## src/rtl/sq_pkg.sv

```systemverilog
package sq_pkg;
  typedef enum logic [1:0] {
    LD_TO_MEM   = 2'd0,
    LD_FORWARD  = 2'd1,
    LD_HOLD     = 2'd2
  } ld_result_e;
endpackage

```

## src/rtl/sq_ptr_ctrl.sv

```systemverilog
module sq_ptr_ctrl #(
  parameter int DEPTH = 8,
  localparam int IDX_W = $clog2(DEPTH),
  localparam int PTR_W = IDX_W + 1
) (
  input  logic             clk,
  input  logic             rst_n,
  input  logic             alloc_fire,
  input  logic             drain_fire,
  input  logic             flush_valid,
  input  logic [PTR_W-1:0] flush_ptr,
  output logic [PTR_W-1:0] head_q,
  output logic [PTR_W-1:0] tail_q,
  output logic             full,
  output logic             empty
);
  logic [PTR_W-1:0] head_d;
  logic [PTR_W-1:0] tail_d;
  logic [PTR_W-1:0] occ;

  always_comb begin
    head_d = head_q;
    tail_d = tail_q;
    if (drain_fire) head_d = head_q + 1'b1;
    if (flush_valid)     tail_d = flush_ptr;
    else if (alloc_fire) tail_d = tail_q + 1'b1;
  end

  always_ff @(posedge clk or negedge rst_n) begin
    if (!rst_n) begin
      head_q <= '0;
      tail_q <= '0;
    end else begin
      head_q <= head_d;
      tail_q <= tail_d;
    end
  end

  assign occ   = tail_q - head_q;
  assign full  = (occ == PTR_W'(DEPTH));
  assign empty = (occ == '0);
endmodule

```

## src/rtl/sq_entry_array.sv

```systemverilog
module sq_entry_array #(
  parameter int DEPTH = 8,
  parameter int AW    = 16,
  parameter int DW    = 32,
  localparam int IDX_W = $clog2(DEPTH)
) (
  input  logic                     clk,
  input  logic                     rst_n,
  input  logic [DEPTH-1:0]         alloc_oh,
  input  logic [DEPTH-1:0]         drain_oh,
  input  logic [DEPTH-1:0]         kill_mask,
  input  logic                     addr_wr_valid,
  input  logic [IDX_W-1:0]         addr_wr_idx,
  input  logic [AW-1:0]            addr_wr_addr,
  input  logic                     data_wr_valid,
  input  logic [IDX_W-1:0]         data_wr_idx,
  input  logic [DW-1:0]            data_wr_data,
  output logic [DEPTH-1:0]         ent_vld,
  output logic [DEPTH-1:0]         ent_aok,
  output logic [DEPTH-1:0]         ent_dok,
  output logic [DEPTH-1:0][AW-1:0] ent_addr,
  output logic [DEPTH-1:0][DW-1:0] ent_data
);
  for (genvar g = 0; g < DEPTH; g++) begin : g_slot
    logic vld_d, aok_d, dok_d;
    logic addr_en, data_en;

    assign addr_en = addr_wr_valid && (addr_wr_idx == IDX_W'(g)) && ent_vld[g];
    assign data_en = data_wr_valid && (data_wr_idx == IDX_W'(g)) && ent_vld[g];

    always_comb begin
      vld_d = ent_vld[g];
      aok_d = ent_aok[g];
      dok_d = ent_dok[g];
      if (addr_en) aok_d = 1'b1;
      if (data_en) dok_d = 1'b1;
      if (drain_oh[g] || kill_mask[g]) begin
        vld_d = 1'b0;
        aok_d = 1'b0;
        dok_d = 1'b0;
      end
      if (alloc_oh[g]) begin
        vld_d = 1'b1;
        aok_d = 1'b0;
        dok_d = 1'b0;
      end
    end

    always_ff @(posedge clk or negedge rst_n) begin
      if (!rst_n) begin
        ent_vld[g] <= 1'b0;
        ent_aok[g] <= 1'b0;
        ent_dok[g] <= 1'b0;
      end else begin
        ent_vld[g] <= vld_d;
        ent_aok[g] <= aok_d;
        ent_dok[g] <= dok_d;
      end
    end

    always_ff @(posedge clk) begin
      if (addr_en) ent_addr[g] <= addr_wr_addr;
    end

    always_ff @(posedge clk) begin
      if (data_en) ent_data[g] <= data_wr_data;
    end
  end
endmodule

```

## src/rtl/sq_fwd_search.sv

```systemverilog
module sq_fwd_search
  import sq_pkg::*;
#(
  parameter int DEPTH = 8,
  parameter int AW    = 16,
  parameter int DW    = 32,
  localparam int IDX_W = $clog2(DEPTH),
  localparam int PTR_W = IDX_W + 1
) (
  input  logic [IDX_W-1:0]         head_idx,
  input  logic [PTR_W-1:0]         ld_dist,
  input  logic [AW-1:0]            ld_addr,
  input  logic [DEPTH-1:0]         ent_vld,
  input  logic [DEPTH-1:0]         ent_aok,
  input  logic [DEPTH-1:0]         ent_dok,
  input  logic [DEPTH-1:0][AW-1:0] ent_addr,
  input  logic [DEPTH-1:0][DW-1:0] ent_data,
  output ld_result_e               result,
  output logic [DW-1:0]            fwd_data
);
  logic             unknown_seen;
  logic             hit_seen;
  logic [IDX_W-1:0] hit_slot;
  logic [IDX_W-1:0] slot;

  // Walk from oldest to youngest; the last hit kept is the youngest one.
  always_comb begin
    unknown_seen = 1'b0;
    hit_seen     = 1'b0;
    hit_slot     = '0;
    slot         = '0;
    for (int k = 0; k < DEPTH; k++) begin
      slot = head_idx + IDX_W'(k);
      if ((PTR_W'(k) < ld_dist) && ent_vld[slot]) begin
        if (!ent_aok[slot]) begin
          unknown_seen = 1'b1;
        end else if (ent_addr[slot] == ld_addr) begin
          hit_seen = 1'b1;
          hit_slot = slot;
        end
      end
    end
  end

  always_comb begin
    fwd_data = ent_data[hit_slot];
    if (unknown_seen)                       result = LD_HOLD;
    else if (hit_seen && !ent_dok[hit_slot]) result = LD_HOLD;
    else if (hit_seen)                      result = LD_FORWARD;
    else                                    result = LD_TO_MEM;
  end
endmodule

```

## src/rtl/store_fwd_queue.sv

```systemverilog
module store_fwd_queue
  import sq_pkg::*;
#(
  parameter int DEPTH = 8,
  parameter int AW    = 16,
  parameter int DW    = 32,
  localparam int IDX_W = $clog2(DEPTH),
  localparam int PTR_W = IDX_W + 1
) (
  input  logic             clk,
  input  logic             rst_n,
  input  logic             alloc_valid,
  output logic             alloc_ready,
  output logic [PTR_W-1:0] alloc_idx,
  input  logic             addr_wr_valid,
  input  logic [IDX_W-1:0] addr_wr_idx,
  input  logic [AW-1:0]    addr_wr_addr,
  input  logic             data_wr_valid,
  input  logic [IDX_W-1:0] data_wr_idx,
  input  logic [DW-1:0]    data_wr_data,
  input  logic             ld_valid,
  input  logic [AW-1:0]    ld_addr,
  input  logic [PTR_W-1:0] ld_age,
  output logic             ld_fwd,
  output logic             ld_stall,
  output logic             ld_mem,
  output logic [DW-1:0]    ld_data,
  input  logic             drain_req,
  output logic             mem_we,
  output logic [AW-1:0]    mem_addr,
  output logic [DW-1:0]    mem_data,
  input  logic             flush_valid,
  input  logic [PTR_W-1:0] flush_ptr
);
  logic [PTR_W-1:0]         head_q, tail_q;
  logic                     full, empty;
  logic                     alloc_fire, drain_fire, drain_ok;
  logic [IDX_W-1:0]         head_idx, tail_idx;
  logic [DEPTH-1:0]         alloc_oh, drain_oh, kill_mask;
  logic [DEPTH-1:0]         ent_vld, ent_aok, ent_dok;
  logic [DEPTH-1:0][AW-1:0] ent_addr;
  logic [DEPTH-1:0][DW-1:0] ent_data;
  logic [PTR_W-1:0]         ld_dist, flush_dist;
  ld_result_e               result;

  assign head_idx = head_q[IDX_W-1:0];
  assign tail_idx = tail_q[IDX_W-1:0];

  assign alloc_ready = !full && !flush_valid;
  assign alloc_fire  = alloc_valid && alloc_ready;
  assign drain_ok    = !empty && ent_vld[head_idx] && ent_aok[head_idx] && ent_dok[head_idx];
  assign drain_fire  = drain_req && drain_ok && !flush_valid;
  assign alloc_idx   = tail_q;

  assign flush_dist = flush_ptr - head_q;
  assign ld_dist    = ld_age - head_q;

  for (genvar g = 0; g < DEPTH; g++) begin : g_ctl
    logic [IDX_W-1:0] rel;
    assign rel          = IDX_W'(g) - head_idx;
    assign alloc_oh[g]  = alloc_fire && (tail_idx == IDX_W'(g));
    assign drain_oh[g]  = drain_fire && (head_idx == IDX_W'(g));
    assign kill_mask[g] = flush_valid && ({1'b0, rel} >= flush_dist);
  end

  sq_ptr_ctrl #(.DEPTH(DEPTH)) u_ptr (
    .clk         (clk),
    .rst_n       (rst_n),
    .alloc_fire  (alloc_fire),
    .drain_fire  (drain_fire),
    .flush_valid (flush_valid),
    .flush_ptr   (flush_ptr),
    .head_q      (head_q),
    .tail_q      (tail_q),
    .full        (full),
    .empty       (empty)
  );

  sq_entry_array #(.DEPTH(DEPTH), .AW(AW), .DW(DW)) u_arr (
    .clk           (clk),
    .rst_n         (rst_n),
    .alloc_oh      (alloc_oh),
    .drain_oh      (drain_oh),
    .kill_mask     (kill_mask),
    .addr_wr_valid (addr_wr_valid),
    .addr_wr_idx   (addr_wr_idx),
    .addr_wr_addr  (addr_wr_addr),
    .data_wr_valid (data_wr_valid),
    .data_wr_idx   (data_wr_idx),
    .data_wr_data  (data_wr_data),
    .ent_vld       (ent_vld),
    .ent_aok       (ent_aok),
    .ent_dok       (ent_dok),
    .ent_addr      (ent_addr),
    .ent_data      (ent_data)
  );

  sq_fwd_search #(.DEPTH(DEPTH), .AW(AW), .DW(DW)) u_srch (
    .head_idx (head_idx),
    .ld_dist  (ld_dist),
    .ld_addr  (ld_addr),
    .ent_vld  (ent_vld),
    .ent_aok  (ent_aok),
    .ent_dok  (ent_dok),
    .ent_addr (ent_addr),
    .ent_data (ent_data),
    .result   (result),
    .fwd_data (ld_data)
  );

  assign ld_fwd   = ld_valid && (result == LD_FORWARD);
  assign ld_stall = ld_valid && (result == LD_HOLD);
  assign ld_mem   = ld_valid && (result == LD_TO_MEM);

  assign mem_we   = drain_fire;
  assign mem_addr = ent_addr[head_idx];
  assign mem_data = ent_data[head_idx];
endmodule

```

## config.mk

```make
export PLATFORM = sky130hd
export DESIGN_NAME = store_fwd_queue
export DESIGN_NICKNAME = d
export VERILOG_FILES = /design/src/rtl/sq_pkg.sv /design/src/rtl/sq_ptr_ctrl.sv /design/src/rtl/sq_entry_array.sv /design/src/rtl/sq_fwd_search.sv /design/src/rtl/store_fwd_queue.sv
export SDC_FILE = /design/constraint.sdc
export NUM_CORES = 1
export LEC_CHECK = 0
export BUFFER_PORTS_ARGS = -buffer_cell sky130_fd_sc_hd__buf_2
export CAP_MARGIN = 20
export CORE_MARGIN = 2
export CORE_UTILIZATION = 50
export CTS_CLUSTER_SIZE = 30
export DETAILED_ROUTE_END_ITERATION = 10
export HOLD_SLACK_MARGIN = 0.06
export PLACE_DENSITY = 0.8
export SYNTH_ARGS = -nofsm -noshare
export SYNTH_HDL_FRONTEND = slang
export SYNTH_SLANG_ARGS = --single-unit
```

## constraint.sdc

```tcl
create_clock -name clk -period 19.02 [get_ports clk]
set_input_delay 3.804 -clock clk [delete_from_list [all_inputs] [get_ports clk]]
set_output_delay 3.804 -clock clk [all_outputs]
set_load 0.005 [all_outputs]
```

==> results.txt <==
When the netlist entered floorplanning its net count stood at 2250. The instance count of the mapped netlist came out at 2124. The ratio of final minimum period to clock period is 69.5%. The first global-routing pass estimated 132000 um of wire.

The count of buffers from port buffering came out at 174. The end-of-flow core utilization came out at 55.6%. The hold-critical path depth came out at 1. The total clock sinks came out at 416. The clock slew seen by the registers of the worst setup and hold paths is 0.06 ns. The mean cell area of the mapped netlist came out at 13.5 um^2. The largest individual stage delay along the critical path comes from the cell sky130_fd_sc_hd__buf_4. The final hold slack came out at 0.561 ns. The kind of capture point of the worst setup path is a primary output. In the global route stage, overall resource usage came out at 29.6%. For hold timing, the worst endpoint is u_arr.ent_dok[2]. The leakage power summed over all cells is 12.4 nW. The count of yosys warnings during synthesis came out at 0. STA classifies the critical path startpoint as an input port. The number of antenna violations at the first check in global routing came out at 12. The most critical setup path has its startpoint at ld_age[0].

The half-perimeter wire length after placement came out at 59800 um. The worst stage delay on the critical path came out at 0.80 ns. The final layout contains 2361 nets. Across the routed clock network, the largest skew measured is 0.0259 ns. The clock latency on the worst-skew pair is 0.61 ns. After synthesis the cells add up to 28600 um^2.

CTS built an H-tree with a depth of 2. For the pin with the worst max-slew slack, the measured transition is 1.19 ns. Including well taps, the total number of placed cells is 2940.

The via count of the first global-routing pass is 20.4k. After detailed routing, the total wire length is 88800 um. The largest fanout on the critical path is 59. The core region is 56500 um^2. The initial core utilization came out at 50.6%.

The distinct cell type count of the synthesized netlist came out at 92. The wire length per cell after detailed routing is 29.3 um. The placement-stage cell area is 29800 um^2. Row generation in the floorplan step produced 87 rows. Broken down by cell family, the worst path's largest delay share belongs to buffers and inverters. The data arrival time of the critical path came out at 9.42 ns.

The remaining antenna violation count came out at 0. The fraction of the yosys area taken by sequential cells came out at 43.2%. The number of buffers on the longest clock path is 3. The share of total power consumed by net switching came out at 28.4%.

The cell count of the worst reg-to-reg path is 8. The horizontal extent of the die came out at 243 um. The classification of the worst-slack hold path is flip-flop to flip-flop. Of the total power, registers draw 43.1%.

The count of flip-flops with a built-in enable after synthesis came out at 384. In the synthesized netlist the async set-or-reset flop fraction comes to 7.69%. The final count of pins violating max slew is 0. The hold path startpoint is u_arr.ent_dok[2].

The die boundary height is 243 um. The number of maximum-capacitance violations came out at 0. The final weighted congestion in routability-driven placement came out at 1.05.

The pin count of the biggest net entering global routing came out at 71. The final total negative setup slack came out at 0 ns. In this run the clock root is driven by a sky130_fd_sc_hd__clkbuf_16. The share of total power in combinational logic came out at 20.7%. The number of hold violations in the final report was 0. The count of instances resized after the clock tree is built came out at 0. After clock tree synthesis, the flow added hold-fix buffers numbering 0. The boundary pin count came out at 175. The vias per cell is 6.85. The internal portion of the total power is 1.79 mW. Among all flip-flop cells after synthesis, the most frequent one is sky130_fd_sc_hd__edfxtp_1. Measured against its own limit, the worst slew margin works out to 20.7%.

The number of endpoints failing setup at the final stage is 0. The share of layout cells above drive strength 1 came out at 26.1%. The CTS buffer count is 45. The sum of buffers and inverters on the critical path came out at 7. The flow ran to the end, and the final reports show no timing, DRC or antenna violations. The number of standard cells in the layout, taps in and fillers out came out at 3032.

The critical path goes through buf_2 -> inv_1 -> ha_1 -> inv_1 -> fa_1 -> xor2_1 -> a211oi_1 -> a211o_1 -> a2111oi_0 -> and4_1 -> nand2_1 -> a211o_1 -> a31oi_4 -> buf_4 -> buf_4 -> buf_16 -> mux2i_1 -> nand2_1 -> and3_1 -> buf_2. The worst setup path is of the input port to primary output kind. In this run the post-CTS setup repair buffer count came out at 0. The floorplan step defined a die boundary enclosing 59100 um^2. The first detailed-routing pass took 6 iterations. The slack of the worst reg-to-reg path is 14.18 ns. The register bit count reported by yosys came out at 416. The data required time at the worst endpoint came out at 15.22 ns. The final worst slack came out at 5.79 ns. The global-route congestion overflow total is 0. Setup repair after global routing left no endpoint under its margin. TritonCTS built the clock tree.

The detailed router's first-iteration violation count is 2554. The endpoint identified for the worst register-to-register timing path is u_arr.ent_dok[6]. The final instance area is 31400 um^2.

The clock group share of total power came out at 36.2%. The synthesis-to-layout area growth came out at 9.96%. In the layout the commonest cells are sky130_fd_sc_hd__edfxtp_1 (384), sky130_fd_sc_hd__mux2i_1 (350), sky130_fd_sc_hd__mux4_2 (234), sky130_fd_sc_hd__nand2_1 (225), sky130_fd_sc_hd__buf_2 (174). The total power divided by cell area came out at 79.4 nW/um^2. The total net switching power is 0.709 mW. The worst register-to-register path begins at u_ptr.head_q[2]. The routed layout has 20.8k vias. The post-place setup slack is 5.69 ns.

The post-layout total power came out at 2.50 mW. The library cell used most frequently in the layout, excluding fill and tap cells, is sky130_fd_sc_hd__edfxtp_1. After detailed routing, the number of remaining DRC violations is 0.

The worst path needs 13.23 ns of the cycle, external delays included. The achievable clock frequency came out at 75.6 MHz. In this run the number of cells on the critical path is 20.

The largest vdd supply drop came out at 0.0648 mV.
power groups by stage:
stage	clock network, mW	registers (mW)	logic, mW
finish	0.903	1.08	0.516
global route	0.953	1.08	0.544
CTS	0.919	1.07	0.504
detailed placement	0	1.09	0.502
global placement	0	1.09	0.493
floorplan	0	1.07	0.355
area by class of cell:
type	instances	area, um^2
Clock buffer	49	1140
Antenna cell	6	15.0
Clock inverter	33	399
Timing Repair Buffer	215	1240
Tap cell	756	946
Multi-Input combinational cell	1522	15200
Fill cell	4445	25100
Sequential cell	416	12300
Inverter	35	131
routing by layer:
| metal | GRT usage, % | vias to the layer above | wire length (um) |
|---|---|---|---|
| met5 | 0 | - | 70 |
| met4 | 11.0 | 10 | 3450 |
| met3 | 6.76 | 224 | 9490 |
| met2 | 46.5 | 1321 | 41100 |
| met1 | 40.5 | 10500 | 34700 |
| li1 | - | 8705 | - |
worst max path at each step:
stage                             end  slack (ns)
after floorplan                ld_fwd        7.90
after detailed placement  ld_data[29]        5.69
after global routing      ld_data[27]        5.37
after CTS                 ld_data[29]        5.66
final                     ld_data[20]        5.79
after global placement    ld_data[27]        5.96
sequential cells by signal (all words and copies together), names as in the netlist:
signal and flops:
u_ptr.head_q 4, u_arr.ent_vld 8, u_arr.ent_dok 8, u_arr.ent_aok 8, u_ptr.tail_q 4, u_arr.ent_addr 128, u_arr.ent_data 256
cells in the mapped netlist, types with 6 or more instances:
library cell	instances	area (um^2)
sky130_fd_sc_hd__a21o_1	17	128
sky130_fd_sc_hd__buf_2	37	185
sky130_fd_sc_hd__nand3_1	15	75.1
sky130_fd_sc_hd__inv_1	29	109
sky130_fd_sc_hd__edfxtp_1	384	11500
sky130_fd_sc_hd__nor2b_1	21	131
sky130_fd_sc_hd__a22oi_1	41	308
sky130_fd_sc_hd__o21ai_0	30	150
sky130_fd_sc_hd__a21oi_1	16	80.1
sky130_fd_sc_hd__o21a_1	8	60.1
sky130_fd_sc_hd__a22o_1	11	96.3
sky130_fd_sc_hd__ha_1	37	463
sky130_fd_sc_hd__or3_1	15	93.8
sky130_fd_sc_hd__and3_1	61	382
sky130_fd_sc_hd__o211a_1	14	140
sky130_fd_sc_hd__nand2_1	225	845
sky130_fd_sc_hd__nor2_1	48	180
sky130_fd_sc_hd__mux2i_1	350	3500
sky130_fd_sc_hd__buf_6	23	259
sky130_fd_sc_hd__nand2b_1	12	75.1
sky130_fd_sc_hd__nor4_1	14	87.6
sky130_fd_sc_hd__o22ai_1	48	300
sky130_fd_sc_hd__dfrtp_1	32	801
sky130_fd_sc_hd__clkbuf_1	39	146
sky130_fd_sc_hd__buf_1	23	86.3
sky130_fd_sc_hd__buf_4	21	158
sky130_fd_sc_hd__mux2_2	29	327
sky130_fd_sc_hd__mux4_2	234	5270
sky130_fd_sc_hd__o22a_1	10	87.6
sky130_fd_sc_hd__and2_1	13	81.3
sky130_fd_sc_hd__xor2_1	45	394
sky130_fd_sc_hd__nand4_1	14	87.6
sky130_fd_sc_hd__xnor2_1	70	613
sky130_fd_sc_hd__or2_2	6	37.5
sky130_fd_sc_hd__nor3_1	14	70.1
cells by family after synthesis:
group                    share of synthesized area [%]
AND/OR/NAND/NOR                                   8.88
XOR/XNOR                                          3.53
AO/OA/AOI/OAI                                     6.80
adder cells (fa/ha/maj)                           1.83
flip-flops                                        43.2
buffers and inverters                             3.87
multiplexers                                      31.9
Note: power is estimated with default switching activity, not from simulation.
